[src/rtl/pixstamp_pkg.sv]
package pixstamp_pkg;
  // Strobes from control to the storage datapath
  typedef struct packed {
    logic clear;    // wipe store at train start
    logic capture;  // write crossing number into the free slot
    logic advance;  // move read position forward
    logic drop;     // hit lost, store full
  } strobe_t;
endpackage

[src/rtl/pixstamp_ctrl.sv]
module pixstamp_ctrl
  import pixstamp_pkg::*;
#(
  parameter int SLOTS = 4,
  parameter int CNT_W = $clog2(SLOTS + 1)
) (
  input  logic             clk,
  input  logic             rstN,
  input  logic             discIn,
  input  logic             trainActive,
  input  logic             trainStart,
  input  logic             readStrobe,
  output strobe_t          strobes,
  output logic [CNT_W-1:0] wrIdx,
  output logic [CNT_W-1:0] rdIdx,
  output logic             stampValid,
  output logic             hitFlag,
  output logic             overflow
);
  logic             discPrev;
  logic [CNT_W-1:0] fillCnt;
  logic [CNT_W-1:0] rdPtr;
  logic             ovfQ;
  logic             riseSeen;
  logic             spaceLeft;
  logic             unread;

  always_comb begin
    riseSeen  = discIn & ~discPrev & trainActive;
    spaceLeft = fillCnt < CNT_W'(SLOTS);
    unread    = rdPtr < fillCnt;
    strobes.clear   = trainStart;
    strobes.capture = ~trainStart & riseSeen & spaceLeft;
    strobes.drop    = ~trainStart & riseSeen & ~spaceLeft;
    strobes.advance = ~trainStart & readStrobe & unread;
  end

  always_ff @(posedge clk or negedge rstN) begin
    if (!rstN) begin
      discPrev <= 1'b0;
      fillCnt  <= '0;
      rdPtr    <= '0;
      ovfQ     <= 1'b0;
    end else begin
      discPrev <= discIn;
      if (strobes.clear) begin
        fillCnt <= '0;
        rdPtr   <= '0;
        ovfQ    <= 1'b0;
      end else begin
        if (strobes.capture) fillCnt <= fillCnt + CNT_W'(1);
        if (strobes.advance) rdPtr   <= rdPtr + CNT_W'(1);
        if (strobes.drop)    ovfQ    <= 1'b1;
      end
    end
  end

  assign wrIdx      = fillCnt;
  assign rdIdx      = rdPtr;
  assign stampValid = unread;
  assign hitFlag    = fillCnt != '0;
  assign overflow   = ovfQ;
endmodule

[src/rtl/pixstamp_store.sv]
module pixstamp_store
  import pixstamp_pkg::*;
#(
  parameter int SLOTS   = 4,
  parameter int STAMP_W = 14,
  parameter int CNT_W   = $clog2(SLOTS + 1)
) (
  input  logic               clk,
  input  logic               rstN,
  input  strobe_t            strobes,
  input  logic [CNT_W-1:0]   wrIdx,
  input  logic [CNT_W-1:0]   rdIdx,
  input  logic               stampValid,
  input  logic [STAMP_W-1:0] xingCount,
  output logic [STAMP_W-1:0] stampOut
);
  logic [STAMP_W-1:0] slotQ [SLOTS];

  always_ff @(posedge clk or negedge rstN) begin
    if (!rstN) begin
      for (int i = 0; i < SLOTS; i++) slotQ[i] <= '0;
    end else begin
      for (int i = 0; i < SLOTS; i++) begin
        if (strobes.clear) slotQ[i] <= '0;
        else if (strobes.capture && wrIdx == CNT_W'(i)) slotQ[i] <= xingCount;
      end
    end
  end

  always_comb begin
    stampOut = '0;
    for (int i = 0; i < SLOTS; i++)
      if (stampValid && rdIdx == CNT_W'(i)) stampOut = slotQ[i];
  end
endmodule

[src/rtl/pixstamp_rec.sv]
module pixstamp_rec
  import pixstamp_pkg::*;
#(
  parameter int SLOTS   = 4,
  parameter int STAMP_W = 14
) (
  input  logic               clk,
  input  logic               rstN,
  input  logic               discIn,
  input  logic               trainActive,
  input  logic               trainStart,
  input  logic [STAMP_W-1:0] xingCount,
  input  logic               readStrobe,
  output logic [STAMP_W-1:0] stampOut,
  output logic               stampValid,
  output logic               hitFlag,
  output logic               overflow
);
  localparam int CNT_W = $clog2(SLOTS + 1);

  strobe_t          strobes;
  logic [CNT_W-1:0] wrIdx;
  logic [CNT_W-1:0] rdIdx;

  pixstamp_ctrl #(.SLOTS(SLOTS), .CNT_W(CNT_W)) u_ctrl (
    .clk(clk), .rstN(rstN), .discIn(discIn), .trainActive(trainActive),
    .trainStart(trainStart), .readStrobe(readStrobe), .strobes(strobes),
    .wrIdx(wrIdx), .rdIdx(rdIdx), .stampValid(stampValid),
    .hitFlag(hitFlag), .overflow(overflow)
  );

  pixstamp_store #(.SLOTS(SLOTS), .STAMP_W(STAMP_W), .CNT_W(CNT_W)) u_store (
    .clk(clk), .rstN(rstN), .strobes(strobes), .wrIdx(wrIdx), .rdIdx(rdIdx),
    .stampValid(stampValid), .xingCount(xingCount), .stampOut(stampOut)
  );
endmodule

[config.mk]
export PLATFORM = sky130hd
export DESIGN_NAME = pixstamp_rec
export DESIGN_NICKNAME = d
export VERILOG_FILES = /design/src/rtl/pixstamp_pkg.sv /design/src/rtl/pixstamp_ctrl.sv /design/src/rtl/pixstamp_store.sv /design/src/rtl/pixstamp_rec.sv
export SDC_FILE = /design/constraint.sdc
export NUM_CORES = 1
export LEC_CHECK = 0
export BUFFER_PORTS_ARGS = -buffer_cell sky130_fd_sc_hd__buf_2
export CORE_UTILIZATION = 50
export DETAILED_ROUTE_END_ITERATION = 10
export PLACE_DENSITY = 0.67
export SKIP_LAST_GASP = 1
export SYNTH_ARGS = -nofsm -noshare
export SYNTH_HDL_FRONTEND = slang
export SYNTH_SLANG_ARGS = --single-unit
export TNS_END_PERCENT = 30
[constraint.sdc]
create_clock -name clk -period 2.1 [get_ports clk]
set_input_delay 0 -clock clk [delete_from_list [all_inputs] [get_ports clk]]
set_output_delay 0 -clock clk [all_outputs]
set_load 0.005 [all_outputs]
==> flow_summary.yaml, run 1 <==
synthesis:
  syn_avg_cell_area_um2: 9.06
  synth_seq_area_share_pct: 49.1
  ys_seq_elements: 64
  synth_cells: 360
  synth.cell_area_um2: 3260
  ys.warnings.count: 0
  yosysUniqueCellTypes: 25
  syn-num-nets: 392
die:
  die_h_um: 82.8
  io_pins: 37
  chipWidth_um: 82.8
  core_um2: 6310
  rows: 29
  start_util_pct: 51.7
  die_area_um2: 6850
timing:
  fin_tns_setup_ps: 0
  finClkSkew_ps: 8.32
  maxSlewViolCount: 0
  fin_crit_sh_pct: 93.1
  rsz0062_at_grt: "no"
  worst_pin_slew_ps: 776
  fmax_ghz: 0.512
  hold_viol: 0
  min_period_ps: 1950
  finalSetupViolCount: 0
  relSlewSlack_pct: 48.1
  worst_slack_ps: 145
worst_setup_path:
  crit_slowest_cell: "dfrtp_1"
  r2r-start: "u_ctrl.wrIdx[2]"
  crit_type: "flip-flop to primary output"
  rr_endpoint: "u_store.slotQ[36]"
  r2r_setup_slack_ps: 380
  crit_required_ps: 2100
  max_stage_delay_ps: 420
  endpoint_kind: "primary output"
  start_kind: "flip-flop"
  crit_chain: "inv_1, ha_1, buf_4, nand2_1, o21ai_0, a32oi_1, nor2_1, buf_2"
  arrival_ps: 1950
  reg2regPathDepth: 4
  crit_fanout: 14
run_status:
  status: "completed"
placed_design:
  portBuffers: 36
  post-place-ws_ps: 381
  place_inst: 466
  gp_congestion: 0.727
  dp_hpwl_mm: 5.17
grt:
  grt_pass1_wl_mm: 12.5
  grt_pass1_vias: 2486
  grt_start_max_net_pins: 39
  grtUsageTotal_pct: 25.3
  grt_overflow_total: 0
  antenna_found_initial: 0
power:
  vdd_drop_max_mv: 0.438
  cellLeakagePower_nw: 1.72
  power.density_nw_per_um2: 726
clocking:
  cts_root_buffer: "clkbuf_8"
  cts_tree: "done"
  h-tree-depth: 3
  clkLatencyLatePin_ps: 340
  cts_buffers: 9
  cts.clk_slew.worst_paths_ps: 70
  cts_buffer_depth: 2
  cts.sinks: 64
final_layout:
  fin_cells: 500
  regArea_um2: 1600
  drive_above_1_share_pct: 19.9
  area_growth_pct: 19.9
  antenna_cells: 0
  final_nets: 450
  fillerInstances: 580
  multiInputGateArea_um2: 1500
routing:
  top_layer: "met4"
  dr_wl_met2_mm: 3.72
  drc: 0
  wire_per_inst_um: 15.7
  drt_iter0_markers: 174
  met3WireLength_um: 306
  viasPerCell: 5.38
  ant_nets: 0
  routed_wl_mm: 7.87
  dr.pass1.iters: 4
  met1_length_mm: 3.74
  num_vias: 2691
run:
  cap_violations: 0
worst_hold_path:
  hold_path_class: "primary input to flip-flop"
  min_path_cells: 2
  min_to: "u_ctrl.wrIdx[1]"
  hold_start: "trainStart"
## cell type report
| type | count | area share [%] |
|---|---|---|
| Clock inverter | 1 | 0.192 |
| Clock buffer | 15 | 5.02 |
| Sequential cell | 64 | 41.0 |
| Inverter | 7 | 0.672 |
| Tap cell | 77 | 2.46 |
| Timing Repair Buffer | 71 | 12.4 |
| Multi-Input combinational cell | 265 | 38.3 |
## worst max-delay path: cells and delay by family, from the launching register on
family	cells	cell delay, ps
adders and majority gates	1	170
DFF	1	420
AOI/OAI and AO/OA	2	360
and+or+nand+nor	2	160
buffers and inverters	3	510
## where the power goes
part | switching [mW] | total (mW) | leakage [nW] | internal (mW)
Clock | 0.464 | 1.06 | 0.102 | 0.591
Combinational | 0.262 | 0.431 | 0.773 | 0.169
Sequential | 0.0428 | 1.35 | 0.847 | 1.31
Total | 0.768 | 2.84 | 1.72 | 2.07
## placed cells by master (no fill, tap or decap)
master	count
buf_4	18
dlygate4sd3_1	17
clkbuf_8	14
a311oi_1	1
dfrtp_2	1
inv_1	7
nor2_1	24
o21ba_2	1
nand3b_1	1
and4bb_1	1
nor2_2	1
buf_2	36
ha_2	1
o21ai_1	11
o21ai_0	53
nand2b_1	29
clkbuf_1	1
xnor2_1	2
a32oi_1	14
ha_4	1
o21ai_2	7
nand2_1	71
a21oi_4	3
ha_1	10
a21oi_1	31
nor2b_1	1
clkinvlp_4	1
mux2i_1	1
dfrtp_1	63
o211ai_1	1
## synthesized netlist by cell type (all sizes together)
cell type	count	share of area, %
mux2i	1	0.31
nor2b	1	0.19
a32oi	14	3.8
nand2	71	8.2
and4bb	1	0.38
ha	12	4.6
buf	13	3.3
o21ba	1	0.31
nand2b	29	5.6
a311oi	1	0.27
clkbuf	11	1.3
o21ai	71	12
xnor2	2	0.54
dfrtp	64	49
inv	7	0.81
o211ai	1	0.23
nor2	25	3.0
nand3b	1	0.23
a21oi	34	6.3
## cell families (layout without fill, tap and decap cells)
| group | count (synthesis) | in the layout | share of synthesized area (%) |
|---|---|---|---|
| XOR/XNOR | 2 | 2 | 0.537 |
| adder cells (fa/ha/maj) | 12 | 12 | 4.60 |
| buffers and inverters | 31 | 94 | 5.45 |
| multiplexers | 1 | 1 | 0.307 |
| AND/OR/NAND/NOR | 128 | 128 | 17.5 |
| AO/OA/AOI/OAI | 122 | 122 | 22.5 |
| flip-flops | 64 | 64 | 49.1 |
## timing repair
| action | 4_1_cts | 5_1_grt |
|---|---|---|
| endpoints found under the hold margin | 63 | 0 |
| buffers inserted | 0 | 1 |
| resized for setup | 0 | 5 |
| hold buffers | 17 | 0 |
| setup endpoints to repair | 0 | 9 |
## registers in the layout (all words and copies together) (netlist names)
signal           count
u_ctrl.overflow      1
u_ctrl.rdIdx         3
u_store.slotQ       56
u_ctrl.discPrev      1
u_ctrl.wrIdx         3
## stage by stage
| step | utilization, % | power, mW | instance area, um^2 | hold slack (ps) |
|---|---|---|---|---|
| 2_1_floorplan | - | 1.62 | 3260 | -296 |
| 3_3_place_gp | 55.7 | 1.77 | 3510 | 105 |
| 3_5_place_dp | 55.7 | 1.78 | 3510 | 101 |
| 4_1_cts | 61.6 | 2.86 | 3890 | 201 |
| 5_1_grt | 62.0 | 2.97 | 3910 | 242 |
| 6_report | 62.0 | 2.84 | 3910 | 211 |
## layer usage
layer,global-route usage [%],vias to the layer above
li1,-,1345
met5,0,-
met2,39.3,63
met1,35.6,1274
met4,10.3,0
met3,3.61,9
## how the worst max path moves through the flow
stage / start / slack, ps / to
2_1_floorplan: u_ctrl.rdIdx[0] / 550 / stampOut[10]
3_3_place_gp: u_ctrl.rdIdx[0] / 410 / stampOut[13]
3_5_place_dp: u_ctrl.wrIdx[2] / 380 / u_store.slotQ[29]
4_1_cts: u_ctrl.rdIdx[0] / 40 / stampOut[4]
5_1_grt: u_ctrl.rdIdx[0] / 4 / stampOut[7]
6_report: u_ctrl.rdIdx[0] / 150 / stampOut[4]
(Power assumes the default switching activity.)
==> run 2: changes to the inputs <==
--- a/config.mk
+++ b/config.mk
@@ -13,4 +13,4 @@
 export SYNTH_ARGS = -nofsm -noshare
 export SYNTH_HDL_FRONTEND = slang
 export SYNTH_SLANG_ARGS = --single-unit
-export TNS_END_PERCENT = 30
+export TNS_END_PERCENT = 10
==> constraint.sdc (replaced) <==
create_clock -name clk -period 2.4 [get_ports clk]
set_input_delay 0 -clock clk [delete_from_list [all_inputs] [get_ports clk]]
set_output_delay 0 -clock clk [all_outputs]
set_load 0.005 [all_outputs]
==> run 2 against run 1 <==
Effect of this change:
- non-clock buffer count is 10 lower
- flip-flop and latch count stayed put
- combinational power is 17% lower
- highest routed layer unchanged
- critical endpoint is now stampOut[5]
==> flow_summary.yaml, run 2 (synthesized netlist as in run 1, its figures left out) <==
timing:
  finClkSkew_ps: 6.33
  worst_pin_slew_ps: 806
  relSlewSlack_pct: 46.2
  fin_crit_sh_pct: 90.6
  maxSlewViolCount: 0
  finalSetupViolCount: 0
  min_period_ps: 2170
  rsz0062_at_grt: "no"
  hold_viol: 0
  fin_tns_setup_ps: 0
  fmax_ghz: 0.460
  worst_slack_ps: 226
run:
  cap_violations: 0
grt:
  antenna_found_initial: 0
  grt_pass1_vias: 2471
  grt_overflow_total: 0
  grt_start_max_net_pins: 65
  grt_pass1_wl_mm: 12.4
  grtUsageTotal_pct: 25.1
worst_setup_path:
  critical-path-top-delay-family: "buffers and inverters"
  crit_fanout: 18
  crit_chain: "inv_1, ha_1, buf_4, o21ai_0, a32oi_1, nor2_1, buf_2"
  critPathBufInv: 3
  r2r_setup_slack_ps: 420
  arrival_ps: 2170
  start_kind: "flip-flop"
  endpoint_kind: "primary output"
  crit_slowest_cell: "dfrtp_1"
  crit_type: "flip-flop to primary output"
  max_stage_delay_ps: 440
  crit_required_ps: 2400
power:
  netSwitchingFraction_pct: 28.1
  p_comb_share_pct: 15.6
  power.density_nw_per_um2: 601
  power_frac_seq_pct: 52.1
  pwr-share-clk_pct: 32.2
  cellLeakagePower_nw: 1.66
  p_int_mw: 1.64
  power.switching_uw: 638
  vdd_drop_max_mv: 0.373
routing:
  dr.pass1.iters: 5
  num_vias: 2722
  drc: 0
  ant_nets: 0
  viasPerCell: 5.59
  routed_wl_mm: 7.67
  drt_iter0_markers: 212
  wire_per_inst_um: 15.8
placed_design:
  place_inst: 457
  gp_congestion: 0.774
  post-place-ws_ps: 398
  portBuffers: 36
  dp_hpwl_mm: 4.89
run_status:
  status: "completed"
die:
  chipWidth_um: 82.8
  io_pins: 37
  core_um2: 6310
  die_area_um2: 6850
  rows: 29
  start_util_pct: 51.7
  die_h_um: 82.8
final_layout:
  final_nets: 440
  drive_above_1_share_pct: 16.3
  fin_cells: 487
  fillerInstances: 584
  largest_reg_flops: 56
  final_common_cell: "nand2_1"
  final_cell_mix: "nand2_1 (71), dfrtp_1 (64), o21ai_0 (54)"
  antenna_cells: 0
  max_flop_register: "u_store.slotQ"
  area_growth_pct: 16.0
clocking:
  h-tree-depth: 3
  clkLatencyLatePin_ps: 330
  cts.clk_slew.worst_paths_ps: 60
  cts_tree: "done"
  cts_root_buffer: "clkbuf_8"
  cts_buffer_depth: 2
  cts.sinks: 64
  cts_buffers: 9
worst_hold_path:
  hold_path_class: "primary input to flip-flop"
-- run 2: cell types whose count changed in the layout (fill, tap and decap cells not counted), sizes merged --
cell,change
clkinvlp,-1
buf,-10
clkinv,+2
clkbuf,-4
-- run 2: area by class of cell --
type	count	area, um^2	share of cell area [%]
Tap cell	77	96.3	2.55
Timing Repair Buffer	61	435	11.5
Inverter	7	26.3	0.694
Sequential cell	64	1600	42.3
Clock inverter	2	10.0	0.265
Clock buffer	11	131	3.47
Multi-Input combinational cell	265	1480	39.2
-- run 2: power groups by stage --
stage                     sequential [mW]  combinational (mW)  clock (mW)
after floorplan                      1.20               0.224           0
after global placement               1.20               0.331           0
after detailed placement             1.20               0.337           0
after CTS                            1.18               0.359       0.745
after global routing                 1.19               0.399       0.787
final                                1.19               0.356       0.734
-- run 2: what timing repair did --
item                                   CTS  global route
setup endpoints to repair                0             0
endpoints found under the hold margin   88             0
hold buffers                            17             0
resized for setup                        0             0
buffers inserted                         0             0
-- run 2: worst reg2reg max path, delay by kind of cell (launching register included) --
kind / cells / cell delay [ps]
flip-flops: 1 / 430
AO/OA/AOI/OAI: 1 / 160
AND/OR/NAND/NOR: 3 / 1040
buffers and inverters: 1 / 110
adder cells (fa/ha/maj): 1 / 160
-- run 2: final timing paths --
kind                                        start                end  cells after the start
worst max register to register    u_ctrl.wrIdx[0]  u_store.slotQ[49]                      6
min in group asynchronous                    rstN   u_store.slotQ[1]                      3
worst min register to register  u_store.slotQ[18]  u_store.slotQ[18]                      2
max in group asynchronous                    rstN    u_ctrl.overflow                      3
worst max-delay path              u_ctrl.rdIdx[1]        stampOut[5]                      7
worst min-delay path                   trainStart    u_ctrl.overflow                      2
-- run 2: stage by stage --
step                      cell area [um^2]  hold WS [ps]  power (mW)  util (%)
after floorplan                       3260          -296        1.42         -
after global placement                3470           139        1.53      55.0
after detailed placement              3470           139        1.54      55.0
after CTS                             3780           210        2.29      59.9
after global routing                  3780           252        2.38      59.9
final                                 3780           216        2.28      59.9
-- run 2: layer usage --
layer | vias up | share of wire, % | track usage, %
met2 | 80 | 45 | 37.9
li1 | 1325 | - | -
met4 | 0 | 2.4 | 10.9
met1 | 1303 | 48 | 36.1
met3 | 14 | 4.5 | 3.61
met5 | - | 0 | 0
==> run 3: changes to the inputs <==
--- a/config.mk
+++ b/config.mk
@@ -6,9 +6,12 @@
 export NUM_CORES = 1
 export LEC_CHECK = 0
 export BUFFER_PORTS_ARGS = -buffer_cell sky130_fd_sc_hd__buf_2
-export CORE_UTILIZATION = 50
+export CELL_PAD_IN_SITES_DETAIL_PLACEMENT = 0
+export CELL_PAD_IN_SITES_GLOBAL_PLACEMENT = 1
+export CORE_UTILIZATION = 48
+export CTS_CLUSTER_SIZE = 40
 export DETAILED_ROUTE_END_ITERATION = 10
-export PLACE_DENSITY = 0.67
+export PLACE_DENSITY = 0.82
 export SKIP_LAST_GASP = 1
 export SYNTH_ARGS = -nofsm -noshare
 export SYNTH_HDL_FRONTEND = slang
==> run 3 against run 2 <==
Effect of this change:
- the flow now finishes with violations (design-rule violations)
- power is 9.1% higher
- register-to-register slack hardly changed
- sequential power hardly changed
- clock skew is 1.8 ps lower
- die area is 4.1% higher
- critical endpoint is now stampOut[11]
- largest cell class unchanged
==> flow_summary.yaml, run 3 (synthesized netlist as in run 1, its figures left out) <==
worst_setup_path:
  cp-endpoint: "stampOut[11]"
  critPathBufInv: 2
  rr_endpoint: "u_ctrl.rdIdx[2]"
  start_kind: "flip-flop"
  arrival_ps: 2090
  cp-startpoint: "u_ctrl.rdIdx[0]"
  crit_chain: "inv_1, ha_1, nand2_1, o21ai_0, a32oi_1, nor2_1, buf_2"
  r2r-start: "u_ctrl.wrIdx[2]"
  critical-path-top-delay-family: "adder cells"
  crit_slowest_cell: "ha_1"
  r2r_setup_slack_ps: 430
  crit_type: "flip-flop to primary output"
  crit_fanout: 14
  crit_required_ps: 2400
  crit_cells: 7
  reg2regPathDepth: 7
  max_stage_delay_ps: 510
  endpoint_kind: "primary output"
final_layout:
  antenna_cells: 0
  final_nets: 441
  final_cell_mix: "nand2_1 (71), dfrtp_1 (64), o21ai_0 (54)"
  max_flop_register: "u_store.slotQ"
  post-route-util_pct: 59.4
  area_growth_pct: 17.6
  drive_above_1_share_pct: 17.1
  largest_reg_flops: 56
  final_common_cell: "nand2_1"
worst_hold_path:
  hold_path_class: "primary input to async pin"
routing:
  ant_nets: 0
  drt_iter0_markers: 118
  dr.pass1.iters: 8
  viasPerCell: 5.43
  num_vias: 2668
  drc: 4
  routed_wl_mm: 7.68
  wire_per_inst_um: 15.6
clocking:
  cts_root_buffer: "clkbuf_8"
  cts_buffers: 9
  clkLatencyLatePin_ps: 340
  h-tree-depth: 3
  cts.clk_slew.worst_paths_ps: 70
  cts.sinks: 64
  cts_buffer_depth: 2
  cts_tree: "done"
placed_design:
  gp_congestion: 0.778
  portBuffers: 36
  post-place-ws_ps: 416
  dp_hpwl_mm: 4.92
run_status:
  violations: "design-rule violations"
  status: "finished with violations"
die:
  rows: 29
  io_pins: 37
  core_um2: 6460
  die_area_um2: 7130
  start_util_pct: 50.5
  chipWidth_um: 84.4
  die_h_um: 84.4
timing:
  maxSlewViolCount: 0
  worst_pin_slew_ps: 749
  fin_crit_sh_pct: 87.3
  fmax_ghz: 0.477
  relSlewSlack_pct: 50.0
  worst_slack_ps: 305
  finalSetupViolCount: 0
  finClkSkew_ps: 4.54
  fin_tns_setup_ps: 0
  hold_viol: 0
  min_period_ps: 2090
  rsz0062_at_grt: "no"
power:
  p_comb_share_pct: 14.2
  power.switching_uw: 667
  vdd_drop_max_mv: 0.406
  cellLeakagePower_nw: 1.69
  power.density_nw_per_um2: 647
  p_int_mw: 1.81
  pwr-share-clk_pct: 38.1
  netSwitchingFraction_pct: 26.9
  power_frac_seq_pct: 47.8
grt:
  antenna_found_initial: 0
  grt_overflow_total: 0
  grt_pass1_wl_mm: 13.0
  grt_start_max_net_pins: 42
  grt_pass1_vias: 2571
  grtUsageTotal_pct: 24.2
run:
  cap_violations: 0
==> run 3: cell types whose count changed in the layout (fill, tap and decap cells not counted) <==
| cell | delta |
|---|---|
| buf_4 | +2 |
| bufinv_16 | +1 |
| buf_12 | -1 |
| clkbuf_8 | +2 |
==> run 3: power by group through the flow <==
stage / Combinational (mW) / Clock (mW) / Sequential (mW)
finish: 0.352 / 0.944 / 1.19
global route: 0.398 / 1.01 / 1.19
detailed placement: 0.336 / 0 / 1.21
CTS: 0.358 / 0.959 / 1.19
floorplan: 0.224 / 0 / 1.20
global placement: 0.330 / 0 / 1.20
==> run 3: stage by stage <==
| stage | cells | power (mW) | hold slack (ps) | area, um^2 |
|---|---|---|---|---|
| floorplan | 360 | 1.42 | -296 | 3260 |
| global placement | 458 | 1.53 | 28.0 | 3470 |
| detailed placement | 458 | 1.54 | 39.1 | 3470 |
| CTS | 491 | 2.50 | 209 | 3840 |
| global route | 491 | 2.60 | 232 | 3840 |
| finish | 491 | 2.48 | 200 | 3840 |
==> run 3: cell type report <==
cell class                 instances  area [um^2]
clock buffer                      13          159
clock inverter                     3         40.0
fill                             593         2620
inverter                           7         26.3
multi-input combinational        265         1480
sequential                        64         1600
tap                               77         96.3
timing repair buffer              62          430
==> run 3: timing repair <==
action	4_1_cts	5_1_grt
resized for setup	0	0
endpoints found under the setup margin	0	0
hold endpoints to repair	58	0
hold buffers	17	0
setup buffers	0	0
==> run 3: metal layers <==
metal  GRT usage (%)  vias up  share of wire, %  wire [um]
met5               0        -                 0          0
met4            9.09        0              0.99         76
met3            4.52        4               5.4        415
met2            38.5       73                46       3560
met1            33.2     1269                47       3630
li1                -     1322                 -          -
==> run 3: worst min-delay path by stage <==
stage / start / to / slack, ps
finish: rstN / u_store.slotQ[42] / 200
global route: trainStart / u_ctrl.overflow / 230
CTS: rstN / u_store.slotQ[42] / 210
detailed placement: rstN / u_store.slotQ[42] / 40
global placement: rstN / u_store.slotQ[42] / 30
floorplan: rstN / u_ctrl.discPrev / -300
